===== src/rtl/seg_cam_pkg.sv =====
package seg_cam_pkg;
  typedef enum logic [1:0] {
    TAG_VALID  = 2'b00,
    TAG_SKIP   = 2'b01,
    TAG_RANDOM = 2'b10,
    TAG_EMPTY  = 2'b11
  } tag_e;

  typedef enum logic [2:0] {
    OP_NOP   = 3'd0,
    OP_WRITE = 3'd1,
    OP_READ  = 3'd2,
    OP_CMP   = 3'd3,
    OP_FCMP  = 3'd4,
    OP_LDM0  = 3'd5,
    OP_LDM1  = 3'd6,
    OP_LDADR = 3'd7
  } op_e;

  localparam logic [1:0] SRC_DIRECT = 2'd0;
  localparam logic [1:0] SRC_AREG   = 2'd1;
  localparam logic [1:0] SRC_FREE   = 2'd2;
  localparam logic [1:0] SRC_MATCH  = 2'd3;
endpackage


===== src/rtl/seg_cam_entry.sv =====
module seg_cam_entry #(
  parameter int W = 64
) (
  input  logic [W-1:0] ent_data,
  input  logic [1:0]   ent_tag,
  input  logic [W-1:0] key,
  input  logic [W-1:0] care,
  input  logic [1:0]   want_tag,
  output logic         hit
);
  logic tag_ok;
  logic data_ok;

  always_comb begin
    tag_ok  = (ent_tag == want_tag);
    data_ok = ~|((ent_data ^ key) & care);
    hit     = tag_ok & data_ok;
  end
endmodule


===== src/rtl/seg_cam_prio.sv =====
module seg_cam_prio #(
  parameter int N  = 16,
  parameter int AW = $clog2(N)
) (
  input  logic [N-1:0]  vec,
  output logic          any,
  output logic [AW-1:0] idx
);
  always_comb begin
    any = |vec;
    idx = '0;
    for (int i = N - 1; i >= 0; i--) begin
      if (vec[i]) idx = AW'(i);
    end
  end
endmodule


===== src/rtl/seg_cam.sv =====
module seg_cam
  import seg_cam_pkg::*;
#(
  parameter int W     = 64,
  parameter int DEPTH = 16,
  parameter int SEG   = 16,
  parameter int AW    = $clog2(DEPTH)
) (
  input  logic          clk,
  input  logic          rst_n,
  input  logic          cmd_vld,
  input  logic [2:0]    cmd_op,
  input  logic [W-1:0]  cmd_data,
  input  logic [1:0]    cmd_tag,
  input  logic [AW-1:0] cmd_addr,
  input  logic [1:0]    cmd_asrc,
  input  logic [1:0]    cmd_wmsel,
  input  logic [2:0]    cfg_split,
  input  logic [1:0]    cfg_msel,
  output logic          rd_vld,
  output logic [W-1:0]  rd_data,
  output logic [1:0]    rd_tag,
  output logic          match_flag,
  output logic          multi_flag,
  output logic [AW-1:0] match_addr,
  output logic [AW-1:0] free_addr,
  output logic          full
);
  localparam int NSEG = W / SEG;

  // reset: asynchronous assert, synchronous release
  logic [1:0] rst_sync_q;
  logic       rst_q;

  always_ff @(posedge clk or negedge rst_n) begin
    if (!rst_n) rst_sync_q <= 2'b00;
    else        rst_sync_q <= {rst_sync_q[0], 1'b1};
  end
  assign rst_q = rst_sync_q[1];

  // storage
  logic [DEPTH-1:0][W-1:0] data_q;
  logic [DEPTH-1:0][1:0]   tag_q, tag_d;
  logic [W-1:0]            mask0_q, mask0_d, mask1_q, mask1_d;
  logic [AW-1:0]           areg_q, areg_d;
  logic                    match_q, match_d, multi_q, multi_d;
  logic [AW-1:0]           maddr_q, maddr_d;
  logic                    rd_vld_q;
  logic [W-1:0]            rd_data_q;
  logic [1:0]              rd_tag_q;

  // command decode
  op_e  op;
  logic is_wr, is_rd, is_cmp, is_fcmp, cmp_go;
  assign op      = op_e'(cmd_op);
  assign is_wr   = cmd_vld && (op == OP_WRITE);
  assign is_rd   = cmd_vld && (op == OP_READ);
  assign is_cmp  = cmd_vld && (op == OP_CMP);
  assign is_fcmp = cmd_vld && (op == OP_FCMP);
  assign cmp_go  = is_cmp || is_fcmp;

  // partition: segment s is storage-only when cfg_split > s
  logic [W-1:0] ram_mask;
  for (genvar s = 0; s < NSEG; s++) begin : g_seg
    assign ram_mask[s*SEG +: SEG] = {SEG{int'(cfg_split) > s}};
  end

  // mask selection for search and write
  logic [W-1:0] srch_mask, wr_mask, care;
  logic [1:0]   want_tag;

  always_comb begin
    unique case (cfg_msel)
      2'b01:   srch_mask = mask0_q;
      2'b10:   srch_mask = mask1_q;
      default: srch_mask = '0;
    endcase
    unique case (cmd_wmsel)
      2'b01:   wr_mask = mask0_q;
      2'b10:   wr_mask = mask1_q;
      default: wr_mask = '0;
    endcase
    want_tag = is_fcmp ? cmd_tag : TAG_VALID;
    if (is_fcmp && (cmd_tag == TAG_EMPTY)) care = '0;
    else                                  care = ~(ram_mask | srch_mask);
  end

  // parallel compare and empty detection
  logic [DEPTH-1:0] hit, empty_vec;
  for (genvar i = 0; i < DEPTH; i++) begin : g_ent
    seg_cam_entry #(.W(W)) u_ent (
      .ent_data (data_q[i]),
      .ent_tag  (tag_q[i]),
      .key      (cmd_data),
      .care     (care),
      .want_tag (want_tag),
      .hit      (hit[i])
    );
    assign empty_vec[i] = (tag_q[i] == TAG_EMPTY);
  end

  logic          hit_any, free_any;
  logic [AW-1:0] hit_idx, free_idx;

  seg_cam_prio #(.N(DEPTH), .AW(AW)) u_hit_pe (
    .vec (hit),
    .any (hit_any),
    .idx (hit_idx)
  );

  seg_cam_prio #(.N(DEPTH), .AW(AW)) u_free_pe (
    .vec (empty_vec),
    .any (free_any),
    .idx (free_idx)
  );

  // target address for write and read
  logic [AW-1:0] tgt;
  logic          tgt_ok, wr_go, rd_go;
  logic [W-1:0]  wr_word;

  always_comb begin
    unique case (cmd_asrc)
      SRC_DIRECT: begin tgt = cmd_addr; tgt_ok = 1'b1;     end
      SRC_AREG:   begin tgt = areg_q;   tgt_ok = 1'b1;     end
      SRC_FREE:   begin tgt = free_idx; tgt_ok = free_any; end
      default:    begin tgt = maddr_q;  tgt_ok = match_q;  end
    endcase
    wr_go   = is_wr && tgt_ok;
    rd_go   = is_rd && tgt_ok;
    wr_word = (data_q[tgt] & wr_mask) | (cmd_data & ~wr_mask);
  end

  // next state
  always_comb begin
    tag_d   = tag_q;
    mask0_d = mask0_q;
    mask1_d = mask1_q;
    areg_d  = areg_q;
    match_d = match_q;
    multi_d = multi_q;
    maddr_d = maddr_q;
    if (wr_go) tag_d[tgt] = cmd_tag;
    if (cmd_vld && (op == OP_LDM0))  mask0_d = cmd_data;
    if (cmd_vld && (op == OP_LDM1))  mask1_d = cmd_data;
    if (cmd_vld && (op == OP_LDADR)) areg_d  = cmd_addr;
    if (cmp_go) begin
      match_d = hit_any;
      multi_d = |(hit & (hit - DEPTH'(1)));
      maddr_d = hit_idx;
    end
  end

  // registers with reset
  always_ff @(posedge clk or negedge rst_q) begin
    if (!rst_q) begin
      tag_q    <= {DEPTH{TAG_EMPTY}};
      mask0_q  <= '0;
      mask1_q  <= '0;
      areg_q   <= '0;
      match_q  <= 1'b0;
      multi_q  <= 1'b0;
      maddr_q  <= '0;
      rd_vld_q <= 1'b0;
    end else begin
      tag_q    <= tag_d;
      mask0_q  <= mask0_d;
      mask1_q  <= mask1_d;
      areg_q   <= areg_d;
      match_q  <= match_d;
      multi_q  <= multi_d;
      maddr_q  <= maddr_d;
      rd_vld_q <= rd_go;
    end
  end

  // data storage and read path, enable only
  always_ff @(posedge clk) begin
    if (wr_go) data_q[tgt] <= wr_word;
  end

  always_ff @(posedge clk) begin
    if (rd_go) begin
      rd_data_q <= data_q[tgt];
      rd_tag_q  <= tag_q[tgt];
    end
  end

  assign rd_vld     = rd_vld_q;
  assign rd_data    = rd_data_q;
  assign rd_tag     = rd_tag_q;
  assign match_flag = match_q;
  assign multi_flag = multi_q;
  assign match_addr = maddr_q;
  assign free_addr  = free_idx;
  assign full       = ~free_any;
endmodule


===== config.mk =====
export PLATFORM = sky130hd
export DESIGN_NAME = seg_cam
export DESIGN_NICKNAME = d
export VERILOG_FILES = /design/src/rtl/seg_cam_pkg.sv /design/src/rtl/seg_cam_entry.sv /design/src/rtl/seg_cam_prio.sv /design/src/rtl/seg_cam.sv
export SDC_FILE = /design/constraint.sdc
export NUM_CORES = 2
export LEC_CHECK = 0
export ABC_CLOCK_PERIOD_IN_PS = 9400
export CAP_MARGIN = 20
export CELL_PAD_IN_SITES_DETAIL_PLACEMENT = 1
export CELL_PAD_IN_SITES_GLOBAL_PLACEMENT = 1
export CORE_MARGIN = 5
export CORE_UTILIZATION = 40
export DETAILED_ROUTE_END_ITERATION = 8
export DONT_BUFFER_PORTS = 1
export PLACE_DENSITY_LB_ADDON = 0.05
export REMOVE_ABC_BUFFERS = 1
export SKIP_LAST_GASP = 1
export SYNTH_ARGS = -nofsm -noshare
export SYNTH_HDL_FRONTEND = slang
export SYNTH_SLANG_ARGS = --single-unit
export TNS_END_PERCENT = 20

===== constraint.sdc =====
create_clock -name clk -period 9.4 [get_ports clk]
set_clock_uncertainty 0.05 [all_clocks]
set_input_delay 0.47 -clock clk [delete_from_list [all_inputs] [get_ports clk]]
set_output_delay 0.47 -clock clk [all_outputs]
set_load 0.005 [all_outputs]

==> metrics.cfg <==
[run_status]
outcome=completed

[timing]
slew_violations=0
max_slew_margin_pct=9.58
fmax_mhz=169
period_minus_slack_ns=5.92
rsz0062_at_grt=false
worstMarginPinSlew_ns=1.35
finalSetupTns_ns=0
min_period_over_period_pct=63.0
hold_viol=0
setup_viol=0

[clock_tree]
root_buffer=clkbuf_16
post-cts-setup-buffers=0
cts_sinks=1263
cts_tree=done
clk_pin_slew_worst_paths_ns=0.05
clockBufferDepth=3
htree_levels=4
cts_resized=0
cts_made_buffers=152
clock_latency_ns=0.84

[final_layout]
area_growth_pct=12.2
seq_area_sq_um=37100
final_cells=7698
final_core_util_pct=45.2
multi_input_area_sq_um=29500
fillers=17162
final_nets=5425
drive_gt1_share_pct=15.8

[die]
die_w_microns=423
start_util_pct=40.3
die_y_microns=423
rows=151
die_area_sq_um=179000
io_pins=163
coreArea_sq_um=170000

[logic_synthesis]
async_flop_share_pct=13.7
synthCells=5349
ys_seq_area_share_pct=54.3
ys_ff_latch=1263
yosys.cell_types.count=78
synth_edf_count=1090
synth_ff_type=edfxtp_1
syn_area_sq_um=68400
synth_warnings=0
synth.avg_cell_area_sq_um=12.8

[grt]
grt_start_max_net_pins=128
grt_pass1_vias=49710
antenna_found_initial=30
grt.overflow.total=0
grt.total_usage_pct=39.5
grt_pass1_wl_microns=478000

[pwr]
cellInternalPower_mw=10.7
ir_worst_vdd_mv=0.200
switching_share_pct=30.2
clkPwrFrac_pct=38.8
switching_power_mw=4.64
combPwrFrac_pct=18.7
power_frac_seq_pct=42.5
finalPower_mw=15.4
p_leak_nw=24.4
powerDensity_nw_per_um2=200

[min_path]
hold_class=in -> reg

[worst_setup_path]
crit_path_start_kind=primary input
cp_max_fo=37
worstSetupPathType=in -> reg
cp.required_ns=10.10
crit_path_end_kind=register
cp.arrival_ns=6.63

[routing]
initialDrtViolationCount=7317
via_per_inst=6.70
drc=0
ant_nets=0
drt-total-wl_microns=364000
vias=51567
firstDrtPassIters=6
wl_per_cell_microns=47.3

[run]
maxCapViolations=0

[placed_design]
io_buffers=0
hpwlAfterDp_microns=249000
dp_cells=7318
gp_congestion=1.07

[cells in the mapped netlist (83+ instances only)]
master	instances	share of area [%]
buf_2	114	0.83
clkbuf_1	236	1.3
xnor2_1	996	13
nand2_1	192	1.1
mux2_2	357	5.9
dfrtp_1	141	5.2
a22oi_1	196	2.2
mux2i_1	518	7.6
edfxtp_1	1090	48
o2111ai_1	87	1.1
nor4_1	83	0.76
nor2_1	186	1.0
o22ai_1	410	3.8
[worst paths after layout]
check                                    from            end  slack, ns  depth (start not counted)
worst max-delay path              cfg_msel[0]     multi_flag       3.48                         14
worst min-delay path                  cmd_vld  match_addr[2]       0.03                          3
worst max register to register      tag_q[21]    data_q[348]       3.51                         13
worst min register to register  rst_sync_q[1]    mask0_q[11]       0.25                          0
max in group asynchronous       rst_sync_q[1]    mask1_q[60]       7.78                          1
min in group asynchronous       rst_sync_q[1]    mask0_q[11]       0.25                          0
[stage by stage]
stage / hold slack, ns / instance area (sq um) / setup WS [ns]
after floorplan: 0.124 / 66500 / -29.74
after global placement: 0.124 / 70900 / 2.95
after detailed placement: 0.124 / 71000 / 3.14
after CTS: 0.00413 / 76600 / 3.68
after global routing: 0.0450 / 76700 / 3.27
final: 0.0344 / 76700 / 3.48
[placed cells by master, fill, tap and decap left out, drive strengths merged, types with 9 or more instances in the layout]
cell type | Yosys | routed
o32a | 9 | 9
a22oi | 196 | 196
buf | 184 | 172
a31oi | 14 | 14
nand4 | 10 | 10
a211oi | 19 | 19
dlygate4sd3 | 0 | 77
a21oi | 33 | 33
nand2 | 193 | 193
o22ai | 410 | 410
mux2 | 357 | 357
clkinv | 0 | 42
nand3 | 73 | 73
diode | 0 | 14
o2111ai | 87 | 87
nor4 | 87 | 87
a32oi | 16 | 16
o32ai | 32 | 32
xnor2 | 996 | 996
inv | 19 | 22
o221ai | 60 | 60
dfstp | 32 | 32
xor2 | 44 | 44
nor2 | 195 | 195
mux2i | 518 | 518
o211ai | 73 | 73
nor2b | 29 | 29
edfxtp | 1090 | 1090
clkbuf | 236 | 234
nor3 | 28 | 28
o21ai | 74 | 74
dfrtp | 141 | 141
[worst max-delay path, cell delays in order]
cell	delay (ns)
inv_1	0.08
ha_4	0.68
buf_12	0.30
a22oi_1	0.24
o21ai_0	0.56
o2111ai_1	0.72
a2111oi_0	1.20
o211ai_1	0.45
a211oi_1	0.86
nor4_1	0.18
nand2b_1	0.19
nor2_2	0.08
o2111ai_1	0.19
o41a_1	0.17
[routing by layer]
| layer | up-vias | global-route usage (%) | share of wire, % |
|---|---|---|---|
| met5 | - | 0 | 0.018 |
| met4 | 10 | 18.5 | 5.7 |
| met3 | 632 | 8.85 | 8.8 |
| met2 | 2848 | 60.4 | 44 |
| met1 | 27607 | 53.3 | 41 |
| li1 | 20470 | - | - |
[cell families after synthesis]
logic type / count (synthesis) / share of synthesized area (%)
other: 1 / 0.00549
DFF: 1263 / 54.3
muxes: 878 / 13.6
adders and majority gates: 4 / 0.0732
buffers and inverters: 439 / 2.87
xor gates and xnor gates: 1040 / 13.3
AOI/OAI and AO/OA: 1074 / 11.4
and+or+nand+nor: 650 / 4.52
[what timing repair did]
action	4_1_cts	5_1_grt
setup endpoints to repair	0	0
hold buffers	77	0
hold endpoints to repair	166	0
[power groups by stage]
stage / logic, mW / clock network [mW] / registers (mW)
global placement: 2.72 / 0 / 6.64
CTS: 2.79 / 5.99 / 6.53
global route: 2.90 / 6.24 / 6.55
floorplan: 1.95 / 0 / 6.60
finish: 2.87 / 5.96 / 6.54
detailed placement: 2.74 / 0 / 6.65
[area by class of cell]
type	instances	share of cell area (%)
clock buffers	231	5.76
well taps	2218	3.62
diodes	14	0.0457
multi-input cells	3647	38.5
flip-flops and latches	1263	48.4
inverters	19	0.119
repair buffers	253	3.00
clock inverters	53	0.626
[sequential cells by signal (all words and copies together), names as in the netlist]
register and count:
mask0_q 64, rst_sync_q 2, rd_vld 1, match_flag 1, multi_flag 1, data_q 1024
tag_q 32, mask1_q 64, areg_q 4, match_addr 4, rd_tag 2, rd_data 64
Note: power is estimated with default switching activity, not from simulation.
